### config.mk
export PLATFORM = sky130hd
export DESIGN_NAME = alu_flag_unit
export DESIGN_NICKNAME = d
export VERILOG_FILES = /design/src/rtl/alu_flag_pkg.sv /design/src/rtl/alu_act_select.sv /design/src/rtl/byte_alu.sv /design/src/rtl/wide_adder.sv /design/src/rtl/flag_reg.sv /design/src/rtl/alu_flag_unit.sv
export SDC_FILE = /design/constraint.sdc
export NUM_CORES = 1
export LEC_CHECK = 0
export BUFFER_PORTS_ARGS = -buffer_cell sky130_fd_sc_hd__buf_2
export CORE_UTILIZATION = 52
export DETAILED_ROUTE_END_ITERATION = 8
export GPL_TIMING_DRIVEN = 0
export PLACE_DENSITY = 0.83
export SLEW_MARGIN = 25
export SYNTH_ARGS = -nofsm -noshare
export SYNTH_HDL_FRONTEND = slang
export SYNTH_SLANG_ARGS = --single-unit
### constraint.sdc
create_clock -name clk -period 6.6 [get_ports clk]
set_input_delay 1.32 -clock clk [delete_from_list [all_inputs] [get_ports clk]]
set_output_delay 1.32 -clock clk [all_outputs]
set_load 0.05 [all_outputs]
### src/rtl/alu_flag_pkg.sv
package alu_flag_pkg;

    typedef enum logic [2:0] {
        OP_ADD = 3'd0,
        OP_ADC = 3'd1,
        OP_SUB = 3'd2,
        OP_SBC = 3'd3,
        OP_AND = 3'd4,
        OP_XOR = 3'd5,
        OP_OR  = 3'd6,
        OP_OR7 = 3'd7
    } alu_op_e;

    typedef enum logic [3:0] {
        ACT_ALU,
        ACT_WIDE,
        ACT_FLIPC,
        ACT_SETC,
        ACT_INV,
        ACT_DEC,
        ACT_INC,
        ACT_CMP,
        ACT_LOAD
    } alu_act_e;

    typedef struct packed {
        logic z;
        logic n;
        logic h;
        logic c;
    } flags_t;

    localparam flags_t FLAGS_RESET = '{z: 1'b1, n: 1'b0, h: 1'b1, c: 1'b1};

endpackage

### src/rtl/alu_act_select.sv
module alu_act_select
    import alu_flag_pkg::*;
(
    input  logic     load_i,
    input  logic     cmp_i,
    input  logic     inc_i,
    input  logic     dec_i,
    input  logic     inv_i,
    input  logic     setc_i,
    input  logic     flipc_i,
    input  logic     wide_i,
    output alu_act_e act_o
);
    always_comb begin
        if (load_i)       act_o = ACT_LOAD;
        else if (cmp_i)   act_o = ACT_CMP;
        else if (inc_i)   act_o = ACT_INC;
        else if (dec_i)   act_o = ACT_DEC;
        else if (inv_i)   act_o = ACT_INV;
        else if (setc_i)  act_o = ACT_SETC;
        else if (flipc_i) act_o = ACT_FLIPC;
        else if (wide_i)  act_o = ACT_WIDE;
        else              act_o = ACT_ALU;
    end
endmodule

### src/rtl/byte_alu.sv
module byte_alu
    import alu_flag_pkg::*;
#(
    parameter int DW = 8,
    parameter int HB = 4
) (
    input  logic [DW-1:0] a_i,
    input  logic [DW-1:0] b_i,
    input  alu_op_e       op_i,
    input  logic          cin_i,
    output logic [DW-1:0] res_o,
    output logic          cy_o,
    output logic          hc_o
);
    logic [DW:0] wide_r;
    logic [HB:0] nib_r;

    always_comb begin
        wide_r = '0;
        nib_r  = '0;
        res_o  = '0;
        cy_o   = 1'b0;
        hc_o   = 1'b0;
        unique case (op_i)
            OP_ADD, OP_ADC: begin
                wide_r = {1'b0, a_i} + {1'b0, b_i} + {{DW{1'b0}}, cin_i};
                nib_r  = {1'b0, a_i[HB-1:0]} + {1'b0, b_i[HB-1:0]} + {{HB{1'b0}}, cin_i};
                res_o  = wide_r[DW-1:0];
                cy_o   = wide_r[DW];
                hc_o   = nib_r[HB];
            end
            OP_SUB, OP_SBC: begin
                wide_r = {1'b0, a_i} - {1'b0, b_i} - {{DW{1'b0}}, cin_i};
                nib_r  = {1'b0, a_i[HB-1:0]} - {1'b0, b_i[HB-1:0]} - {{HB{1'b0}}, cin_i};
                res_o  = wide_r[DW-1:0];
                cy_o   = wide_r[DW];
                hc_o   = nib_r[HB];
            end
            OP_AND: begin
                res_o = a_i & b_i;
                hc_o  = 1'b1;
            end
            OP_XOR: res_o = a_i ^ b_i;
            OP_OR, OP_OR7: res_o = a_i | b_i;
        endcase
    end
endmodule

### src/rtl/wide_adder.sv
module wide_adder #(
    parameter int WW = 16
) (
    input  logic [WW-1:0] a_i,
    input  logic [WW-1:0] b_i,
    output logic [WW-1:0] sum_o,
    output logic          cy_o
);
    logic [WW:0] full_r;
    assign full_r = {1'b0, a_i} + {1'b0, b_i};
    assign sum_o  = full_r[WW-1:0];
    assign cy_o   = full_r[WW];
endmodule

### src/rtl/flag_reg.sv
module flag_reg
    import alu_flag_pkg::*;
(
    input  logic   clk,
    input  logic   rst_n,
    input  logic   we_i,
    input  flags_t d_i,
    output flags_t q_o
);
    always_ff @(posedge clk or negedge rst_n) begin
        if (!rst_n)    q_o <= FLAGS_RESET;
        else if (we_i) q_o <= d_i;
    end
endmodule

### src/rtl/alu_flag_unit.sv
module alu_flag_unit
    import alu_flag_pkg::*;
#(
    parameter int DW = 8,
    parameter int WW = 16
) (
    input  logic          clk,
    input  logic          rst_n,
    input  logic          valid_in,
    input  logic [DW-1:0] acc_in,
    input  logic [DW-1:0] opnd_in,
    input  logic [2:0]    op_sel,
    input  logic          do_load,
    input  logic          do_cmp,
    input  logic          do_inc,
    input  logic          do_dec,
    input  logic          do_inv,
    input  logic          do_setc,
    input  logic          do_flipc,
    input  logic          do_wide,
    input  logic [WW-1:0] pair_a_in,
    input  logic [WW-1:0] pair_b_in,
    output logic [DW-1:0] result_out,
    output logic [WW-1:0] wide_sum_out,
    output logic [7:0]    flags_out
);
    localparam int HB = DW / 2;

    alu_act_e      act;
    alu_op_e       core_op;
    logic [DW-1:0] core_b;
    logic          core_cin;
    logic [DW-1:0] core_res;
    logic          core_cy;
    logic          core_hc;
    logic          wide_cy;
    flags_t        flags_q;
    flags_t        flags_d;

    alu_act_select u_sel (
        .load_i (do_load),
        .cmp_i  (do_cmp),
        .inc_i  (do_inc),
        .dec_i  (do_dec),
        .inv_i  (do_inv),
        .setc_i (do_setc),
        .flipc_i(do_flipc),
        .wide_i (do_wide),
        .act_o  (act)
    );

    always_comb begin
        core_op  = alu_op_e'(op_sel);
        core_b   = opnd_in;
        core_cin = 1'b0;
        unique case (act)
            ACT_INC: begin core_op = OP_ADD; core_b = DW'(1); end
            ACT_DEC: begin core_op = OP_SUB; core_b = DW'(1); end
            ACT_CMP: core_op = OP_SUB;
            default: core_cin = (core_op == OP_ADC || core_op == OP_SBC) ? flags_q.c : 1'b0;
        endcase
    end

    byte_alu #(.DW(DW), .HB(HB)) u_core (
        .a_i  (acc_in),
        .b_i  (core_b),
        .op_i (core_op),
        .cin_i(core_cin),
        .res_o(core_res),
        .cy_o (core_cy),
        .hc_o (core_hc)
    );

    wide_adder #(.WW(WW)) u_wide (
        .a_i  (pair_a_in),
        .b_i  (pair_b_in),
        .sum_o(wide_sum_out),
        .cy_o (wide_cy)
    );

    always_comb begin
        flags_d    = flags_q;
        result_out = acc_in;
        unique case (act)
            ACT_ALU: begin
                result_out = core_res;
                flags_d.z  = (core_res == '0);
                flags_d.n  = (core_op == OP_SUB || core_op == OP_SBC);
                flags_d.h  = core_hc;
                flags_d.c  = op_sel[2] ? 1'b0 : core_cy;
            end
            ACT_INC, ACT_DEC: begin
                result_out = core_res;
                flags_d.z  = (core_res == '0);
                flags_d.n  = (act == ACT_DEC);
                flags_d.h  = core_hc;
            end
            ACT_CMP: begin
                flags_d.z = (core_res == '0);
                flags_d.n = 1'b1;
                flags_d.h = core_hc;
                flags_d.c = core_cy;
            end
            ACT_INV: begin
                result_out = ~acc_in;
                flags_d.n  = 1'b1;
                flags_d.h  = 1'b1;
            end
            ACT_SETC: begin
                flags_d.c = 1'b1;
                flags_d.n = 1'b0;
                flags_d.h = 1'b0;
            end
            ACT_FLIPC: begin
                flags_d.c = ~flags_q.c;
                flags_d.n = 1'b0;
            end
            ACT_WIDE: begin
                flags_d.c = wide_cy;
                flags_d.n = 1'b0;
            end
            ACT_LOAD: flags_d = flags_t'(opnd_in[DW-1:DW-4]);
        endcase
    end

    flag_reg u_flags (
        .clk  (clk),
        .rst_n(rst_n),
        .we_i (valid_in),
        .d_i  (flags_d),
        .q_o  (flags_q)
    );

    assign flags_out = {flags_q, 4'b0000};


    idle_hold_chk: assert property (@(posedge clk) disable iff (!rst_n)
        !valid_in |=> $stable(flags_out));


    sub_sets_n_chk: assert property (@(posedge clk) disable iff (!rst_n)
        valid_in && act == ACT_ALU && op_sel[2:1] == 2'b01 |=> flags_out[6]);


    logic_clears_c_chk: assert property (@(posedge clk) disable iff (!rst_n)
        valid_in && act == ACT_ALU && op_sel[2] |=> !flags_out[4]);


    setc_flags_chk: assert property (@(posedge clk) disable iff (!rst_n)
        valid_in && act == ACT_SETC |=> flags_out[6:4] == 3'b001);


    wide_keeps_z_chk: assert property (@(posedge clk) disable iff (!rst_n)
        valid_in && act == ACT_WIDE |=> flags_out[7] == $past(flags_out[7]));


    cmp_keeps_acc_chk: assert property (@(posedge clk) disable iff (!rst_n)
        act == ACT_CMP |-> result_out == acc_in);
endmodule

# After elaboration in Yosys (flattened, before gate mapping)
# Cells that the tools add are included.
# classes
muxes	21
n_bitwise	5
n_addsub	9
eq_ne	17
reduce_logical	21
# op_table
op	count
case mux 8 bit (5 select lines)	1
2-to-1 mux 4 bit	7
adder 16 x 16 -> 17 bit	1
== test 4 x 3 -> 1 bit, second input constant	4
case mux 8 bit (2 select lines)	1
== test 3 bit, second input constant	4
OR reduction 2 bit	6
adder 8 x 8 -> 9 bit	1
adder 9 x 1 -> 9 bit	1
== test 3 x 2 -> 1 bit, second input constant	3
OR reduction 3 bit	3
subtractor 8 x 8 -> 9 bit	1
subtractor 9 x 1 -> 9 bit	1
AND 8 bit	1
== test 4 x 2 -> 1 bit, second input constant	2
logical NOT 8 bit	1
2-to-1 mux 8 bit	1
NOT 8 bit	1
bitwise OR 8 bit	1
XOR 8 bit	1
== test 3 x 1 -> 1 bit, second input constant	2
case mux 1 bit (6 select lines)	1
case mux 3 bit (2 select lines)	1
AND reduction 2 bit	3
other kinds (19)	24
# word_totals
elab_cells	77
inputBits	62
output_inout_bits	32
reg_bits	4

# Logic depth before layout (Yosys ltp)
# depth
depth_word	16
ltp_mapped	18
depth_no_buf	18

# Hierarchy
# Synthesis repeated with hierarchy kept, for this count alone.
# unflattened
cells_unflattened	410
area_unflattened_um2	3045.4
# modules_own_cells
module	seq_area_each_um2	cells_each	area_per_inst_um2	instances
byte_alu	0.0	164	1251.2	1
wide_adder	0.0	110	855.8	1
alu_flag_unit	0.0	116	714.4	1
flag_reg	103.8	8	148.9	1
alu_act_select	0.0	12	75.1	1

# Least setup slack after synthesis
# OpenSTA, ideal clock, no wires.
# synth_timing
path_kind	input to output
from	in do_wide
to	out result_out[6]
arrival_time_ps	5133
required_time_ps	5280
setup_slack_ps	147
stages	15
path_buffers	0
cell_sequence	nor3b_1 -> nor3_1 -> o21a_1 -> xor2_1 -> nand2_1 -> nand2b_1 -> fa_1 -> fa_1 -> nand2b_1 -> a2111oi_0 -> or3_1 -> xor2_1 -> o22ai_1 -> a31oi_1 -> o21ai_0
# synth_via
elab_chain_cells	15
elab_cells_between_ends	40
cone_classes	add/sub: 4; eq/ne: 11; mux: 13; bitwise: 3; reduce/logical: 9
# synth_lines
element	line_no	text
from (decl)	alu_flag_unit.sv:20	input logic do_wide,
2-to-1 mux 1 bit *	alu_act_select.sv:22	else if (wide_i) act_o = ACT_WIDE;
2-to-1 mux 4 bit *	alu_act_select.sv:21	else if (flipc_i) act_o = ACT_FLIPC;
2-to-1 mux 4 bit *	alu_act_select.sv:20	else if (setc_i) act_o = ACT_SETC;
2-to-1 mux 4 bit *	alu_act_select.sv:19	else if (inv_i) act_o = ACT_INV;
2-to-1 mux 4 bit *	alu_act_select.sv:18	else if (dec_i) act_o = ACT_DEC;
2-to-1 mux 4 bit *	alu_act_select.sv:17	else if (inc_i) act_o = ACT_INC;
2-to-1 mux 4 bit *	alu_act_select.sv:16	else if (cmp_i) act_o = ACT_CMP;
2-to-1 mux 4 bit *	alu_act_select.sv:15	if (load_i) act_o = ACT_LOAD;
== test 4 x 3 -> 1 bit (on tied branches)	alu_flag_unit.sv:56, alu_flag_unit.sv:84	
OR reduction 2 bit (no line)	-	
2-to-1 mux 8 bit or case mux 3 bit (2 select lines) (tied branches)	alu_flag_unit.sv:56	unique case (act)
subtractor 8 x 8 -> 9 bit, or another cell as far along	byte_alu.sv:33	wide_r = {1'b0, a_i} - {1'b0, b_i} - {{DW{1'b0}}, cin_i};
subtractor 9 x 1 -> 9 bit, or another cell as far along	byte_alu.sv:33	
case mux 8 bit (5 select lines)	byte_alu.sv:24	unique case (op_i)
case mux 8 bit (2 select lines) *	alu_flag_unit.sv:84	unique case (act)
to (decl)	alu_flag_unit.sv:23	output logic [DW-1:0] result_out,
# Mark *: on every way between the ends. The rest lies on a longest branch, timed or not.

# Worst setup path after layout
# layout_timing
from	in do_inv
to	out result_out[5]
# layout_via
elab_chain_cells	12
elab_cells_between_ends	37
cone_classes	add/sub: 4; eq/ne: 11; mux: 10; bitwise: 3; reduce/logical: 9
# layout_lines
element	line_no	text
from (decl)	alu_flag_unit.sv:17	input logic do_inv,
2-to-1 mux 4 bit *	alu_act_select.sv:19	
2-to-1 mux 4 bit *	alu_act_select.sv:18	
2-to-1 mux 4 bit *	alu_act_select.sv:17	
2-to-1 mux 4 bit *	alu_act_select.sv:16	
2-to-1 mux 4 bit *	alu_act_select.sv:15	
== test 4 x 3 -> 1 bit (on tied branches)	alu_flag_unit.sv:56, alu_flag_unit.sv:84	
OR reduction 2 bit (no line)	-	
2-to-1 mux 8 bit or case mux 3 bit (2 select lines) (tied branches)	alu_flag_unit.sv:56	
subtractor 8 x 8 -> 9 bit, or another cell as far along	byte_alu.sv:33	
subtractor 9 x 1 -> 9 bit, or another cell as far along	byte_alu.sv:33	
case mux 8 bit (5 select lines)	byte_alu.sv:24	
case mux 8 bit (2 select lines) *	alu_flag_unit.sv:84	
# Marks and branches as above.

==> out/results.tsv <==
stage	metric	value	unit
critical_path	cp_data_arrival_time	5180	ps
route	router_iterations_before_antenna_repair	4	
finish	final_nets	563	
route	routed_wl	7.535	mm
route	route.detailed.drc	0	
sta	drv_slew	0	
clock_tree	clock_latency	230	ps
sta	fin_worst_skew	4.135	ps
die	floorplan.io_pins	94	
power_and_ir_drop	power.density_cell_area	164.3	nW/µm²
finish	filler_cell_count	419	
job	max_cap_viols	0	
grt	via_count_of_the_first_global_routing_pass	2960	
finish	insertedDiodeCount	0	
sta	timing.final.ws_setup	98.19	ps
grt	antenna_found_initial	0	
run_status	outcome	completed	
finish	leading_cell_type_in_the_layout_fill_and_taps_excluded	buf_2	
critical_path	critPathKind	in -> out	
sta	timing.slew.headroom	0.4709	
place	pre_cts_slack	-319.2	ps
synthesis	proportion_of_register_bits_with_asynchronous_set_or_reset_after_synthesis	1.000	
die	die-width	72.75	µm
place	placedInstanceArea	3143	µm²
sta	worst-slew-pin-transition	788.3	ps
die	die_h	72.75	µm
finish	area.growth.synth_to_final	25.29	%
synthesis	yosys_warnings	0	
sta	timing_hold_violations_final	0	
route	num_vias	2958	
clock_tree	clock_tree.root_cell	clkbuf_8	
sta	period_minus_slack	6502	ps
critical_path	critical_path.max_fanout	6	
synthesis	synthTopCellsByArea	ha_1 22%, xnor2_1 5.4%, inv_1 5.2%	
worst_hold_path	hold_start	u_flags.q_o[1]	
die	initial_utilization	0.5474	
die	total_die_area	5292	µm²
grt	track_usage	0.2934	
synthesis	synth.largest_area_cell	ha_1	
synthesis	most_frequently_used_flop_master_after_synthesis	dfstp_2	
synthesis	synth.ff_latch_count	4	
grt	first_pass_grt_wire_length	12.48	mm
grt	gr-total-overflow	0	
route	drtAntennaViolNets	0	
worst_hold_path	min_delay_path_depth	1	
finish	max_reg_flops	4	
finish	final_design_area_no_fill	3261	µm²
die	placementRows	25	
finish	regArea	103.9	µm²
critical_path	timing.critical_path.required	5280	ps
route	avgViaCountPerCell	5.733	
synthesis	synth_enable_flop_cells	0	
finish	final_instance_count_excl_fillers	516	
power_and_ir_drop	internal_power	0.0002294	W
power_and_ir_drop	power_leakage	1.681	nW
finish	multiInputGateArea	2333	µm²
finish	drive_above_1_share	0.2806	
power_and_ir_drop	pwr-share-seq	0.061	
power_and_ir_drop	sw_frac_of_total	0.5716	
synthesis	netlist.area_leader.share	0.2212	
clock_tree	tritoncts_clock_tree	yes	
place	io_buffers	89	
synthesis	netlist_cell_types	57	
power_and_ir_drop	net-switching-power	0.0003062	W
finish	layout_common_cells	90 x buf_2, 46 x ha_1, 36 x inv_1, 25 x nand2_1, 22 x o21ai_0	
synthesis	synthesis.area	2602	µm²
clock_tree	clock-sinks	4	
die	placeableCoreArea	4755	µm²
sta	achievable-frequency	153.8	MHz
critical_path	rrSetupSlack	2910	ps
critical_path	worst_r2r_path_depth	13	
finish	regMostFlops	u_flags.q_o	
place	hpwl	6.051	mm
critical_path	worst_r2r_startpoint	u_flags.q_o[0]	
clock_tree	clock_tree.htree_level_count	1	
worst_hold_path	worstHoldPathType	reg -> reg	
critical_path	startpoint_class	primary input	
critical_path	endpoint_kind	output pin	
grt	largest_net_degree_at_the_start_of_global_routing	11	
clock_tree	cts_made_buffers	3	
synthesis	syn_avg_cell_area	7.500	µm²
route	initialDrtViolationCount	147	
sta	post-route-period-util	0.9851	
power_and_ir_drop	peakVddDrop	0.1253	mV
sta	setup-violations-final	0	
power_and_ir_drop	clock_power_share	0.107	
clock_tree	cts_max_path_buffers	2	
place	routability_driven_placement_congestion_ratio	0.8870	
clock_tree	clk_transition_reported_paths	40	ps
route	avgRoutedWirePerCell	14.60	µm
finish	largest_registers	u_flags.q_o (4)	
critical_path	r2r_end	u_flags.q_o[3]	
power_and_ir_drop	combinationalPowerShare	0.832	
worst_hold_path	hold_path_end	u_flags.q_o[1]	
place	post-place-cells	506	
synthesis	yosysSeqAreaShare	0.03990	
sta	unrepaired_setup_endpoints_after_global_routing	true	
synthesis	syn_inst	347	
==> timing repair <==
item	CTS	global route
hold buffers	0	0
gates resized for setup	3	3
endpoints found under the hold margin	0	0
setup endpoints to repair	3	3
pin swaps	1	1
buffers inserted	2	4
==> cell families after synthesis <==
family          Yosys count  share of synthesized area
compound gates          104                     0.2750
simple gates             98                     0.1928
fa+ha+maj                51                     0.2596
buf+inv                  48                    0.07836
xor+xnor                 24                    0.08077
mux                      17                    0.07212
flops                     4                    0.03990
other cells               1                   0.001441
==> cells in the mapped netlist (all sizes together), types with 6 or more instances <==
cell type	count
nor3	10
o21ai	25
buf	6
nand2b	7
xor2	8
inv	36
o21a	7
nand2	26
nor2	19
a31oi	6
mux2i	12
ha	46
clkbuf	6
a21o	7
xnor2	16
a211oi	8
a21oi	19
or3	6
nor2b	10
==> per-stage QoR <==
stage          power (W)  hold slack (ps)  TNS [ps]  utilization
6_report       0.0005356            534.8         0       0.6858
4_1_cts        0.0005299            531.9         0       0.6755
5_1_grt        0.0005776            542.2    -118.3       0.6858
3_5_place_dp   0.0004659            507.6    -626.7       0.6611
2_1_floorplan  0.0003669            621.2         0            -
3_3_place_gp   0.0004584            502.4    -475.1       0.6611
==> critical path, stage by stage <==
cell	delay, ps
buf_2	140
nor3b_2	190
nor3_2	70
o21a_2	250
xor2_2	190
nand2_2	90
buf_4	170
nand2_1	80
ha_1	370
ha_1	290
or4_4	490
o221a_4	240
xor2_1	150
a211oi_1	250
a31oi_1	90
a2bb2oi_1	180
o21ai_1	120
a221o_1	300
buf_2	210
==> per-layer routing <==
layer,GRT usage,vias up,part of all wire
met5,0,-,0
met1,0.3361,1339,0.40
met4,0.1285,0,0.032
met2,0.5348,135,0.50
li1,-,1456,-
met3,0.04696,28,0.071
==> cell type report <==
cell class / instances / area share
tap: 67 / 0.02571
timing repair buffer: 95 / 0.1504
buffer: 12 / 0.02111
sequential: 4 / 0.03185
clock buffer: 4 / 0.01381
multi-input combinational: 298 / 0.7157
inverter: 36 / 0.04144
==> how the worst max path moves through the flow <==
stage | startpoint | to | slack [ps] | cells after the start
after detailed placement | do_wide | result_out[5] | -320 | 19
after CTS | do_inv | result_out[5] | 10 | 19
after global placement | do_wide | result_out[5] | -230 | 19
after global routing | do_cmp | result_out[5] | -100 | 18
final | do_inv | result_out[5] | 100 | 19
after floorplan | do_wide | result_out[6] | 150 | 15
==> power groups by stage <==
stage	Clock (W)	Combinational [W]	Sequential (W)
floorplan	0	0.000323	0.0000443
global placement	0	0.000426	0.0000328
detailed placement	0	0.000433	0.0000329
CTS	0.0000586	0.000439	0.0000328
global route	0.0000615	0.000483	0.0000332
finish	0.0000572	0.000446	0.0000329
Power figures use the tool's default switching activity.
